--- config.mk ---
export PLATFORM = sky130hd
export DESIGN_NAME = fbs_status_unit
export DESIGN_NICKNAME = d
export VERILOG_FILES = /design/src/rtl/fbs_pkg.sv /design/src/rtl/fbs_dur_sel.sv /design/src/rtl/fbs_timer.sv /design/src/rtl/fbs_poll.sv /design/src/rtl/fbs_status_unit.sv
export SDC_FILE = /design/constraint.sdc
export NUM_CORES = 1
export LEC_CHECK = 0
export ABC_AREA = 1
export BUFFER_PORTS_ARGS = -buffer_cell sky130_fd_sc_hd__buf_2
export CAP_MARGIN = 10
export CORE_UTILIZATION = 55
export DETAILED_ROUTE_END_ITERATION = 10
export GPL_TIMING_DRIVEN = 0
export PLACE_DENSITY_LB_ADDON = 0.1
export SLEW_MARGIN = 20
export SYNTH_ARGS = -nofsm -noshare
export SYNTH_HDL_FRONTEND = slang
export SYNTH_SLANG_ARGS = --single-unit
--- constraint.sdc ---
create_clock -name clk -period 5.25 [get_ports clk]
set_input_delay 1.05 -clock clk [delete_from_list [all_inputs] [get_ports clk]]
set_output_delay 1.05 -clock clk [all_outputs]
set_load 0.02 [all_outputs]
--- src/rtl/fbs_pkg.sv ---
package fbs_pkg;

  typedef enum logic [2:0] {
    OP_BYTE   = 3'd0,
    OP_SECBIT = 3'd1,
    OP_SECTOR = 3'd2,
    OP_PART   = 3'd3,
    OP_CHIP   = 3'd4
  } fbs_op_e;

  typedef enum logic [1:0] {
    ST_IDLE = 2'd0,
    ST_PEND = 2'd1,
    ST_RUN  = 2'd2
  } fbs_state_e;

  localparam int unsigned NUM_OPS = 5;

  // microseconds at a given kHz clock, rounded up, never below one cycle
  function automatic int unsigned us_to_cyc(input int unsigned us,
                                            input int unsigned khz);
    longint unsigned prod;
    longint unsigned cyc;
    prod = longint'(us) * longint'(khz);
    cyc  = (prod + 64'd999) / 64'd1000;
    if (cyc == 64'd0) cyc = 64'd1;
    return int'(cyc[31:0]);
  endfunction

  function automatic logic op_valid(input logic [2:0] op);
    return op < 3'(NUM_OPS);
  endfunction

  function automatic logic op_is_erase(input logic [2:0] op);
    return (op == OP_SECTOR) || (op == OP_PART) || (op == OP_CHIP);
  endfunction

  function automatic logic [7:0] poll_byte(input logic [7:0] last);
    return {4'b0000, ~last[3], 3'b000};
  endfunction

  function automatic int unsigned max2(input int unsigned a, input int unsigned b);
    return (a > b) ? a : b;
  endfunction

endpackage

--- src/rtl/fbs_dur_sel.sv ---
module fbs_dur_sel
  import fbs_pkg::*;
#(
  parameter int unsigned CW     = 8,
  parameter int unsigned D_BYTE = 10,
  parameter int unsigned D_SEC  = 10,
  parameter int unsigned D_SECT = 100,
  parameter int unsigned D_PART = 1000,
  parameter int unsigned D_CHIP = 1200
) (
  input  logic [2:0]    op_i,
  output logic          valid_o,
  output logic [CW-1:0] last_o
);

  logic [CW-1:0] tab [NUM_OPS];

  for (genvar g = 0; g < NUM_OPS; g++) begin : g_tab
    localparam int unsigned DV = (g == 0) ? D_BYTE :
                                 (g == 1) ? D_SEC  :
                                 (g == 2) ? D_SECT :
                                 (g == 3) ? D_PART : D_CHIP;
    assign tab[g] = CW'(DV - 1);
  end

  always_comb begin
    valid_o = op_valid(op_i);
    last_o  = '0;
    for (int k = 0; k < NUM_OPS; k++) begin
      if (op_i == 3'(k)) last_o = tab[k];
    end
  end

endmodule

--- src/rtl/fbs_timer.sv ---
module fbs_timer
  import fbs_pkg::*;
#(
  parameter int unsigned CW         = 8,
  parameter int unsigned LAUNCH_CYC = 2
) (
  input  logic          clk,
  input  logic          rst_n,
  input  logic          start_i,
  input  logic          valid_i,
  input  logic [CW-1:0] dur_last_i,
  output logic          busy_o,
  output logic          accept_o,
  output logic          expire_o,
  output logic          rdy_o,
  output logic          done_o
);

  localparam logic [CW-1:0] LAUNCH_LAST = CW'(LAUNCH_CYC - 1);

  fbs_state_e    state_q;
  logic [CW-1:0] cnt_q;
  logic [CW-1:0] run_last_q;
  logic          cnt_zero;
  logic          launch_end;

  assign cnt_zero   = (cnt_q == '0);
  assign busy_o     = (state_q != ST_IDLE);
  assign accept_o   = start_i && valid_i && !busy_o;
  assign launch_end = (state_q == ST_PEND) && cnt_zero;
  assign expire_o   = (state_q == ST_RUN) && cnt_zero;

  always_ff @(posedge clk or negedge rst_n) begin
    if (!rst_n) begin
      state_q    <= ST_IDLE;
      cnt_q      <= '0;
      run_last_q <= '0;
      rdy_o      <= 1'b1;
      done_o     <= 1'b0;
    end else begin
      done_o <= 1'b0;
      unique case (state_q)
        ST_IDLE: begin
          if (accept_o) begin
            state_q    <= ST_PEND;
            cnt_q      <= LAUNCH_LAST;
            run_last_q <= dur_last_i;
          end
        end
        ST_PEND: begin
          if (launch_end) begin
            state_q <= ST_RUN;
            cnt_q   <= run_last_q;
            rdy_o   <= 1'b0;
          end else begin
            cnt_q <= cnt_q - 1'b1;
          end
        end
        ST_RUN: begin
          if (expire_o) begin
            state_q <= ST_IDLE;
            rdy_o   <= 1'b1;
            done_o  <= 1'b1;
          end else begin
            cnt_q <= cnt_q - 1'b1;
          end
        end
        default: state_q <= ST_IDLE;
      endcase
    end
  end

endmodule

--- src/rtl/fbs_poll.sv ---
module fbs_poll
  import fbs_pkg::*;
(
  input  logic       clk,
  input  logic       rst_n,
  input  logic       accept_i,
  input  logic [2:0] op_i,
  input  logic [7:0] data_i,
  input  logic       busy_i,
  input  logic [7:0] arr_rd_i,
  output logic [7:0] rd_data_o,
  output logic [7:0] last_o
);

  logic [7:0] last_q;
  logic [7:0] load_val;

  assign load_val = op_is_erase(op_i) ? 8'hFF : data_i;

  always_ff @(posedge clk or negedge rst_n) begin
    if (!rst_n) last_q <= 8'hFF;
    else if (accept_i) last_q <= load_val;
  end

  assign last_o    = last_q;
  assign rd_data_o = busy_i ? poll_byte(last_q) : arr_rd_i;

endmodule

--- src/rtl/fbs_status_unit.sv ---
module fbs_status_unit
  import fbs_pkg::*;
#(
  parameter int unsigned CLK_KHZ     = 10000,
  parameter int unsigned LAUNCH_CYC  = 2,
  parameter int unsigned T_BYTE_US   = 100,
  parameter int unsigned T_SECBIT_US = 100,
  parameter int unsigned T_SECTOR_US = 30000,
  parameter int unsigned T_PART_US   = 300000,
  parameter int unsigned T_CHIP_US   = 350000
) (
  input  logic       clk,
  input  logic       rst_n,
  input  logic       start_i,
  input  logic [2:0] op_i,
  input  logic [7:0] data_i,
  input  logic [7:0] arr_rd_i,
  output logic [7:0] rd_data_o,
  output logic       rdy_o,
  output logic       done_o
);

  localparam int unsigned D_BYTE = us_to_cyc(T_BYTE_US, CLK_KHZ);
  localparam int unsigned D_SEC  = us_to_cyc(T_SECBIT_US, CLK_KHZ);
  localparam int unsigned D_SECT = us_to_cyc(T_SECTOR_US, CLK_KHZ);
  localparam int unsigned D_PART = us_to_cyc(T_PART_US, CLK_KHZ);
  localparam int unsigned D_CHIP = us_to_cyc(T_CHIP_US, CLK_KHZ);
  localparam int unsigned D_MAX  = max2(max2(max2(D_BYTE, D_SEC), max2(D_SECT, D_PART)),
                                        max2(D_CHIP, LAUNCH_CYC));
  localparam int unsigned CW     = $clog2(D_MAX + 1);

  logic          valid_w;
  logic [CW-1:0] dur_last_w;
  logic          busy_w;
  logic          accept_w;
  logic          expire_w;
  logic [7:0]    last_w;

  fbs_dur_sel #(
    .CW(CW), .D_BYTE(D_BYTE), .D_SEC(D_SEC), .D_SECT(D_SECT),
    .D_PART(D_PART), .D_CHIP(D_CHIP)
  ) u_dur (
    .op_i    (op_i),
    .valid_o (valid_w),
    .last_o  (dur_last_w)
  );

  fbs_timer #(.CW(CW), .LAUNCH_CYC(LAUNCH_CYC)) u_tmr (
    .clk        (clk),
    .rst_n      (rst_n),
    .start_i    (start_i),
    .valid_i    (valid_w),
    .dur_last_i (dur_last_w),
    .busy_o     (busy_w),
    .accept_o   (accept_w),
    .expire_o   (expire_w),
    .rdy_o      (rdy_o),
    .done_o     (done_o)
  );

  fbs_poll u_poll (
    .clk       (clk),
    .rst_n     (rst_n),
    .accept_i  (accept_w),
    .op_i      (op_i),
    .data_i    (data_i),
    .busy_i    (busy_w),
    .arr_rd_i  (arr_rd_i),
    .rd_data_o (rd_data_o),
    .last_o    (last_w)
  );

endmodule

==> results.py, run 1 <==
metrics = {
    "critical_path": {
        "timing.critical_path.arrival_ns": 1.50,
        "start_kind": "register",
        "path_buf_inv": 3,
        "crit_type": "reg -> out",
        "critPathMaxStageDelay_ns": 0.40,
        "cp.required_ns": 4.20,
        "path_cells": "inv_1 -> ha_1 -> buf_2 -> o21ai_0 -> buf_2",
        "path_common_cell": "buf_2",
        "endpoint_kind": "primary output",
        "crit_fanout": 10,
        "cp_top_family": "buffers and inverters",
        "cpMaxStageDelayCell": "dfrtp_1",
    },
    "die": {
        "fp.dieW_um": 68.6,
        "core-area_um2": 4140,
        "rows": 23,
        "dieArea_um2": 4710,
        "die_h_um": 68.6,
        "start_util": 0.589,
        "io_pins": 32,
    },
    "cts": {
        "cts-buffers-inserted": 5,
        "cts_tree": "done",
        "path_clk_slew_ns": 0.07,
        "h-tree-depth": 2,
        "cts_sinks": 36,
        "root_buffer": "clkbuf_8",
        "cts_hold_buf": 0,
        "clockBufferDepth": 2,
        "postCtsSetupBuffers": 0,
        "cts_resized": 0,
        "clock_latency_ns": 0.29,
    },
    "synth": {
        "synth-seq-cells": 36,
        "synth.distinct_cells": 36,
        "synth_top_area_share": 0.349,
        "synthCells": 346,
        "synth_top_area_cell": "dfrtp_1",
        "synth_fp_nets": 373,
        "yosysSeqAreaShare": 0.370,
        "synthFlopType": "dfrtp_1",
        "syn-cell-area_um2": 2440,
        "synth-edff-count": 0,
        "yosys_warnings": 0,
        "avgSynthCellArea_um2": 7.06,
        "async_flop_share": 1.00,
        "yosys-top-cells-area": "dfrtp_1 35%, nand2_1 21%, inv_1 6.3%, nand3_1 5.9%, nor2_1 4.2%",
    },
    "route": {
        "drc": 0,
        "vias_per_cell": 5.31,
        "wl_um": 5830,
        "vias": 2267,
        "drt_first_pass_iters": 4,
        "ant_nets": 0,
        "wl_per_cell_um": 13.6,
        "drtIter0Drc": 119,
    },
    "sta": {
        "fin_crit_sh": 0.486,
        "finalCriticalPeriod_ns": 2.55,
        "worst_slew_pin_slew_ns": 0.800,
        "grt_setup_unrepaired": "false",
        "timing.fmax_mhz": 392,
        "setup_viol_count_final": 0,
        "maxSlewHeadroom": 0.467,
        "fin_skew_ns": 0.00469,
        "final.setup.tns_ns": 0,
        "drv_slew": 0,
        "finalHoldViolCount": 0,
    },
    "place": {
        "io_buffers": 24,
        "dp_hpwl_um": 4360,
        "gp_congestion": 0.946,
        "place_area_um2": 2620,
    },
    "global_route": {
        "grt_pass1_vias": 2146,
        "grt_usage": 0.284,
        "gr-total-overflow": 0,
        "grt_max_degree": 37,
        "grt_pass1_wl_um": 9660,
        "antenna_found_initial": 0,
    },
    "final_layout": {
        "antenna_cells": 0,
        "layout-drive-gt1-share": 0.154,
        "syn_to_final_growth_pct": 10.7,
        "fin_area_um2": 2700,
        "nets": 404,
    },
    "run_status": {
        "status": "complete, no violations",
    },
    "worst_hold_path": {
        "hold_class": "reg -> reg",
    },
    "run": {
        "drv_cap": 0,
    },
}
-- Yosys cell counts, types with 2 or more instances --
library cell and number:
nand2_1 134, inv_1 41, dfrtp_1 34, nand3_1 29, nor2_1 27, o21ai_0 11, xnor2_1 8, xor2_1 6
a21oi_1 5, ha_1 5, nor2_4 5, nand4_1 4, nor2_2 3, o21ai_1 3, o21ai_2 3, buf_2 2
buf_4 2, buf_6 2, dfstp_2 2, nand2_2 2, nand3_4 2, nor3_1 2
-- worst paths after layout --
kind / start / cells after the start / slack, ns / end
min: u_tmr.rdy_o / 2 / 0.46 / u_tmr.rdy_o
min reg2reg: u_tmr.rdy_o / 2 / 0.46 / u_tmr.rdy_o
min in group asynchronous: rst_n / 1 / 0.84 / u_tmr.cnt_q[17]
max: u_tmr.state_q[0] / 5 / 2.70 / rd_data_o[3]
max reg2reg: u_tmr.cnt_q[0] / 9 / 3.24 / u_tmr.cnt_q[8]
max in group asynchronous: rst_n / 1 / 3.90 / u_tmr.cnt_q[2]
-- logic make-up after synthesis --
family | count (synthesis) | share of synthesized area
fa+ha+maj | 5 | 0.0256
xor+xnor | 14 | 0.0502
compound gates | 27 | 0.0651
flops | 36 | 0.370
simple gates | 215 | 0.403
buf+inv | 49 | 0.0856
-- cells in the final DEF, fill, tap and decap left out --
cell type	netlist	layout
a21oi_2	1	1
nand3_1	29	29
clkinv_2	0	1
nand4_1	4	4
clkbuf_8	0	5
o21ai_2	3	3
clkbuf_1	1	2
nand3_2	1	1
xnor2_1	8	8
nand2_2	2	2
clkinv_1	1	1
nand4_4	1	1
nand3b_1	1	1
o21ai_0	11	11
nor3_1	2	2
o21a_1	1	1
nor2_1	27	27
inv_1	41	41
buf_6	2	2
dfstp_2	2	2
a21oi_1	5	5
buf_4	2	2
ha_1	5	5
nor2_8	1	1
or2_2	1	1
o21ai_1	3	3
buf_2	2	26
or2_1	1	1
nand3_4	2	2
nor4_1	1	1
dfrtp_1	34	34
o211ai_1	1	1
nor2_4	5	5
o21bai_1	1	1
o22ai_1	1	1
xor2_1	6	6
nor2_2	3	3
nand2_1	134	134
-- sequential cells by signal (all words and copies together) (netlist names) --
name / flops
u_tmr.cnt_q: 22
u_tmr.run_last_q: 9
u_tmr.state_q: 2
u_poll.last_o: 1
u_tmr.done_o: 1
u_tmr.rdy_o: 1
-- worst min-delay path, cell delays in order, from the launching register on --
cell and delay, ns:
dfstp_2 0.37, nand2_1 0.05, nand2_1 0.04
-- layer usage --
| layer | track usage | share of wire | vias up |
|---|---|---|---|
| li1 | - | - | 1141 |
| met1 | 0.355 | 0.45 | 1065 |
| met2 | 0.479 | 0.49 | 49 |
| met3 | 0.0592 | 0.048 | 12 |
| met4 | 0.107 | 0.017 | 0 |
| met5 | 0 | 0 | - |
-- metrics by stage --
stage	utilization	setup WS (ns)	std cells	hold slack (ns)
after floorplan	-	2.89	346	0.442
after global placement	0.633	2.75	420	0.450
after detailed placement	0.633	2.74	420	0.454
after CTS	0.652	2.69	427	0.463
after global routing	0.652	2.57	427	0.511
final	0.652	2.70	427	0.460
-- area by class of cell --
class                           count  area, um^2
Fill cell                         391        1440
Multi-Input combinational cell    261        1330
Sequential cell                    36         903
Inverter                           42         158
Timing Repair Buffer               24         120
Clock buffer                        6        72.6
Tap cell                           50        62.6
Buffer                              7        51.3
Clock inverter                      1        5.00
Power of run 1 is left out: the tool's default activity adds up to more than one toggle a clock period on the data nets, which glitch-free logic cannot reach.
==> run 2: changes to the inputs <==
--- a/config.mk
+++ b/config.mk
@@ -5,10 +5,10 @@
 export SDC_FILE = /design/constraint.sdc
 export NUM_CORES = 1
 export LEC_CHECK = 0
-export ABC_AREA = 1
+export ABC_AREA = 0
 export BUFFER_PORTS_ARGS = -buffer_cell sky130_fd_sc_hd__buf_2
 export CAP_MARGIN = 10
-export CORE_UTILIZATION = 55
+export CORE_UTILIZATION = 51
 export DETAILED_ROUTE_END_ITERATION = 10
 export GPL_TIMING_DRIVEN = 0
 export PLACE_DENSITY_LB_ADDON = 0.1
==> constraint.sdc (replaced) <==
create_clock -name clk -period 2.3 [get_ports clk]
set_input_delay 0.46 -clock clk [delete_from_list [all_inputs] [get_ports clk]]
set_output_delay 0.46 -clock clk [all_outputs]
set_load 0.02 [all_outputs]
==> results.py, run 2 <==
metrics = {
    "route": {
        "vias_per_cell": 5.93,
        "drt_first_pass_iters": 5,
        "wl_per_cell_um": 16.1,
        "ant_nets": 0,
        "drtIter0Drc": 175,
        "vias": 2082,
        "drc": 0,
        "wl_um": 5660,
    },
    "global_route": {
        "grt_pass1_wl_um": 9330,
        "grt_max_degree": 37,
        "grt_usage": 0.280,
        "gr-total-overflow": 0,
        "grt_pass1_vias": 1946,
        "antenna_found_initial": 0,
    },
    "cts": {
        "cts_sinks": 36,
        "h-tree-depth": 2,
        "path_clk_slew_ns": 0.07,
        "clock_latency_ns": 0.30,
        "cts_tree": "done",
        "clockBufferDepth": 2,
        "root_buffer": "clkbuf_8",
        "cts-buffers-inserted": 5,
        "cts_hold_buf": 0,
    },
    "synth": {
        "synth.distinct_cells": 54,
        "yosys-top-cells-area": "dfrtp_1 39%, o21ai_0 6.4%, nand2_1 6.0%, ha_1 2.9%, nor2_1 2.6%",
        "yosysMostFrequentCell": "nand2_1",
        "synth-seq-cells": 36,
        "async_flop_share": 1.00,
        "synth_top_area_cell": "dfrtp_1",
        "yosysSeqAreaShare": 0.415,
        "synth_fp_nets": 277,
        "syn-cell-area_um2": 2180,
        "synth_top_area_share": 0.391,
        "synth-edff-count": 0,
        "synthFlopType": "dfrtp_1",
        "synth_common_cells": "35 x nand2_1, 34 x dfrtp_1, 28 x o21ai_0, 15 x nor2_1, 10 x nor3_1",
        "avgSynthCellArea_um2": 8.71,
        "synthCells": 250,
        "yosys_warnings": 0,
    },
    "power": {
        "pwr_density_cell_nw_per_um2": 1530,
        "peakVddDrop_mv": 0.613,
        "p_leak_nw": 1.29,
    },
    "place": {
        "gp_congestion": 0.844,
        "post-place-ws_ns": -0.353,
        "dp_hpwl_um": 3610,
        "io_buffers": 24,
    },
    "final_layout": {
        "antenna_cells": 0,
        "syn_to_final_growth_pct": 28.3,
        "largest_register": "u_tmr.cnt_q",
        "largest_reg_flops": 22,
        "nets": 328,
        "fin_util": 0.689,
        "reg_top3": "u_tmr.cnt_q (22), u_tmr.run_last_q (9), u_tmr.state_q (2)",
        "layout_common_cells": "33 x nand2_1, 31 x dfrtp_1, 27 x o21ai_0, 25 x buf_2, 17 x buf_4",
        "final_common_cell": "nand2_1",
        "layout-drive-gt1-share": 0.299,
    },
    "die": {
        "die_h_um": 67.4,
        "dieArea_um2": 4540,
        "fp.dieW_um": 67.4,
        "core-area_um2": 4060,
        "start_util": 0.537,
        "io_pins": 32,
        "rows": 23,
    },
    "sta": {
        "finalCriticalPeriod_ns": 2.35,
        "grt_setup_unrepaired": "true",
        "timing.fmax_mhz": 426,
        "setup_viol_count_final": 9,
        "drv_slew": 0,
        "maxSlewHeadroom": 0.454,
        "finalHoldViolCount": 0,
        "fin_crit_sh": 1.02,
        "worst_slew_pin_slew_ns": 0.820,
        "fin_ws_ns": -0.0495,
        "fin_skew_ns": 0.00974,
    },
    "critical_path": {
        "crit_fanout": 5,
        "endpoint_kind": "register",
        "cp.required_ns": 2.53,
        "timing.critical_path.arrival_ns": 2.58,
        "crit_type": "reg -> reg",
        "path_cells": "inv_1 -> ha_4 -> nor4b_4 -> nand2_2 -> or4_4 -> buf_6 -> o21ai_4 -> buf_4 -> buf_6 -> a22o_1",
        "critPathMaxStageDelay_ns": 0.53,
        "path_common_cell": "buf_6",
        "cpMaxStageDelayCell": "or4_4",
        "start_kind": "register",
    },
    "run_status": {
        "violations": "setup timing",
        "status": "complete, but fails checks",
    },
    "run": {
        "drv_cap": 0,
    },
    "worst_hold_path": {
        "hold_class": "in -> async",
    },
}
[run 2: cell count changes in the layout (fill, tap and decap cells not counted), moves of 5 or more]
cell / delta
inv_1: -33
nor3_1: +5
nand3_1: -20
o21ai_0: +16
buf_4: +15
and2_1: +7
nor2_1: -13
xnor2_1: -8
nand2_1: -101
[run 2: layout make-up]
class,instances,area [um^2]
buffer,7,50.0
clock buffer,7,76.3
fill,321,1260
inverter,10,37.5
multi-input combinational,197,1380
sequential,36,907
tap,50,62.6
timing repair buffer,44,284
[run 2: logic make-up (layout without fill, tap and decap cells)]
group / after synthesis / count (layout) / synth area share
AOI/OAI and AO/OA: 76 / 77 / 0.227
xor gates and xnor gates: 2 / 2 / 0.00804
adders and majority gates: 5 / 5 / 0.0287
buffers and inverters: 18 / 68 / 0.0368
DFF: 36 / 36 / 0.415
muxes: 5 / 5 / 0.0253
and+or+nand+nor: 108 / 108 / 0.259
[run 2: worst max-delay path: cells and delay by family, from the launching register on]
kind / cells / cell delay [ns]
simple gates: 3 / 0.91
fa+ha+maj: 1 / 0.15
flops: 1 / 0.40
buf+inv: 4 / 0.50
compound gates: 2 / 0.32
[run 2: repair_timing]
item	4_1_cts	5_1_grt
gates resized for setup	29	13
buffers inserted	11	7
cloned	3	0
endpoints found under the setup margin	25	23
pin swaps	7	8
[run 2: through the flow]
stage          std cells  setup TNS, ns  instance area (um^2)  total power [W]  hold WS (ns)
2_1_floorplan        250              0                  2180          0.00238         0.164
3_3_place_gp         324          -7.65                  2370          0.00283         0.468
3_5_place_dp         324          -6.31                  2370          0.00286         0.473
4_1_cts              344         -0.426                  2690          0.00400         0.287
5_1_grt              351          -1.40                  2790          0.00455         0.325
6_report             351         -0.183                  2790          0.00428         0.258
[run 2: path summary, 6_finish.rpt]
path	startpoint	slack, ns	to	cells after the start
hold / removal	rst_n	0.26	u_tmr.cnt_q[10]	1
setup / recovery	u_tmr.cnt_q[1]	-0.05	u_tmr.cnt_q[14]	10
max in group asynchronous	rst_n	1.48	u_tmr.cnt_q[8]	1
hold reg to reg	u_poll.last_o[3]	0.49	u_poll.last_o[3]	2
setup reg to reg	u_tmr.cnt_q[1]	-0.05	u_tmr.cnt_q[14]	10
min in group clk	op_i[0]	0.42	u_tmr.run_last_q[12]	2
[run 2: report_power, final]
part,leakage (nW),total (W),switching (W),internal [W]
logic,0.788,0.00279,0.00152,0.00127
clock network,0.0383,0.000432,0.000224,0.000209
registers,0.467,0.00106,0.000226,0.000831
[run 2: layer usage]
layer,share of wire,vias up,wire length [um],track usage
li1,-,1019,-,-
met1,0.46,971,2600,0.377
met2,0.46,78,2630,0.428
met3,0.055,14,312,0.0625
met4,0.020,0,116,0.130
met5,0,-,0,0
Note: power is estimated with default switching activity, not from simulation.
==> run 3: changes to the inputs <==
--- a/config.mk
+++ b/config.mk
@@ -11,7 +11,9 @@
 export CORE_UTILIZATION = 51
 export DETAILED_ROUTE_END_ITERATION = 10
 export GPL_TIMING_DRIVEN = 0
+export MAX_ROUTING_LAYER = met4
 export PLACE_DENSITY_LB_ADDON = 0.1
+export SKIP_CTS_REPAIR_TIMING = 1
 export SLEW_MARGIN = 20
 export SYNTH_ARGS = -nofsm -noshare
 export SYNTH_HDL_FRONTEND = slang
==> results.py, run 3 (synthesis gave the netlist of run 2 again) <==
metrics = {
    "global_route": {
        "grt_pass1_wl_um": 8510,
        "gr-total-overflow": 0,
        "grt_usage": 0.263,
        "grt_max_degree": 37,
        "antenna_found_initial": 0,
        "grt_pass1_vias": 1760,
    },
    "final_layout": {
        "fill_cells": 310,
        "nets": 330,
        "antenna_cells": 0,
        "layout_common_cells": "34 x nand2_1, 30 x dfrtp_1, 24 x buf_2, 23 x o21ai_0, 20 x buf_4",
        "largest_register": "u_tmr.cnt_q",
        "layout-drive-gt1-share": 0.310,
        "fin_area_um2": 2810,
        "reg_top3": "u_tmr.cnt_q (22), u_tmr.run_last_q (9), u_tmr.state_q (2)",
        "largest_reg_flops": 22,
        "final_common_cell": "nand2_1",
        "syn_to_final_growth_pct": 28.8,
        "fin_util": 0.691,
    },
    "sta": {
        "drv_slew": 0,
        "fin_crit_sh": 1.07,
        "setup_viol_count_final": 18,
        "timing.fmax_mhz": 407,
        "holdWs_ns": 0.252,
        "finalHoldViolCount": 0,
        "worst_slew_pin_slew_ns": 0.813,
        "fin_ws_ns": -0.158,
        "final.setup.tns_ns": -1.77,
        "fin_skew_ns": 0.0111,
        "finalCriticalPeriod_ns": 2.46,
        "grt_setup_unrepaired": "true",
        "maxSlewHeadroom": 0.458,
    },
    "route": {
        "vias": 2093,
        "ant_nets": 0,
        "wl_um": 5800,
        "vias_per_cell": 5.93,
        "drtIter0Drc": 194,
        "drt_first_pass_iters": 4,
        "drc": 0,
        "wl_per_cell_um": 16.4,
    },
    "cts": {
        "path_clk_slew_ns": 0.08,
        "cts-buffers-inserted": 5,
        "cts_tree": "done",
        "h-tree-depth": 2,
        "cts_sinks": 36,
        "clockBufferDepth": 2,
        "root_buffer": "clkbuf_8",
        "clock_latency_ns": 0.30,
    },
    "place": {
        "io_buffers": 24,
        "gp_congestion": 0.857,
        "dp_hpwl_um": 3610,
        "place_area_um2": 2370,
    },
    "run_status": {
        "violations": "setup timing",
        "status": "complete, but fails checks",
    },
    "die": {
        "die_h_um": 67.4,
        "io_pins": 32,
        "rows": 23,
        "start_util": 0.537,
        "dieArea_um2": 4540,
        "fp.dieW_um": 67.4,
        "core-area_um2": 4060,
    },
    "critical_path": {
        "crit_type": "reg -> reg",
        "cp.required_ns": 2.53,
        "timing.critical_path.arrival_ns": 2.69,
        "endpoint_kind": "register",
        "crit_fanout": 7,
        "start_kind": "register",
    },
    "power": {
        "peakVddDrop_mv": 0.642,
        "pwr_density_cell_nw_per_um2": 1520,
        "p_leak_nw": 1.30,
        "total_power_w": 0.00426,
    },
    "worst_hold_path": {
        "hold_class": "in -> async",
    },
    "run": {
        "drv_cap": 0,
    },
}
[run 3: changes by cell type in the layout (fill, tap and decap cells not counted), sizes merged]
cell,delta
o21ai,-1
buf,+3
[run 3: per-layer routing]
layer | routed length, um | global-route usage
met5 | 0 | -
met4 | 161 | 0.0904
met2 | 2780 | 0.394
met1 | 2590 | 0.350
met3 | 270 | 0.0591
[run 3: path summary, 6_finish.rpt]
path,cells past startpoint,to,slack (ns),startpoint
worst max-delay path,10,u_tmr.cnt_q[3],-0.16,u_tmr.cnt_q[1]
max in group asynchronous,1,u_tmr.cnt_q[8],1.49,rst_n
worst min register to register,2,u_poll.last_o[3],0.49,u_poll.last_o[3]
min in group clk,2,u_tmr.run_last_q[12],0.43,op_i[0]
worst max register to register,10,u_tmr.cnt_q[3],-0.16,u_tmr.cnt_q[1]
worst min-delay path,1,u_tmr.cnt_q[10],0.25,rst_n
[run 3: stage by stage]
step           instances  worst slack (ns)
6_report             353            -0.158
5_1_grt              353            -0.240
4_1_cts              331            -0.374
3_5_place_dp         324            -0.353
3_3_place_gp         324            -0.597
2_1_floorplan        250            0.0533
[run 3: critical path: stages, from the launching register on]
cell	delay [ns]
dfrtp_1	0.41
inv_2	0.08
ha_4	0.14
nor4b_4	0.29
nand2_2	0.18
or4_4	0.52
buf_6	0.16
o21ai_4	0.24
buf_6	0.14
o21bai_1	0.09
a22o_1	0.14
[run 3: area by class of cell]
class | instances | area (um^2) | share of cell area
Timing Repair Buffer | 47 | 313 | 0.112
Multi-Input combinational cell | 196 | 1360 | 0.484
Clock buffer | 7 | 76.3 | 0.0272
Buffer | 7 | 50.0 | 0.0178
Sequential cell | 36 | 908 | 0.324
Inverter | 10 | 37.5 | 0.0134
Tap cell | 50 | 62.6 | 0.0223
[run 3: report_power, final]
group	switching (W)	internal, W
clock	0.000222	0.000209
sequential	0.000221	0.000832
combinational	0.00152	0.00126
total	0.00197	0.00230
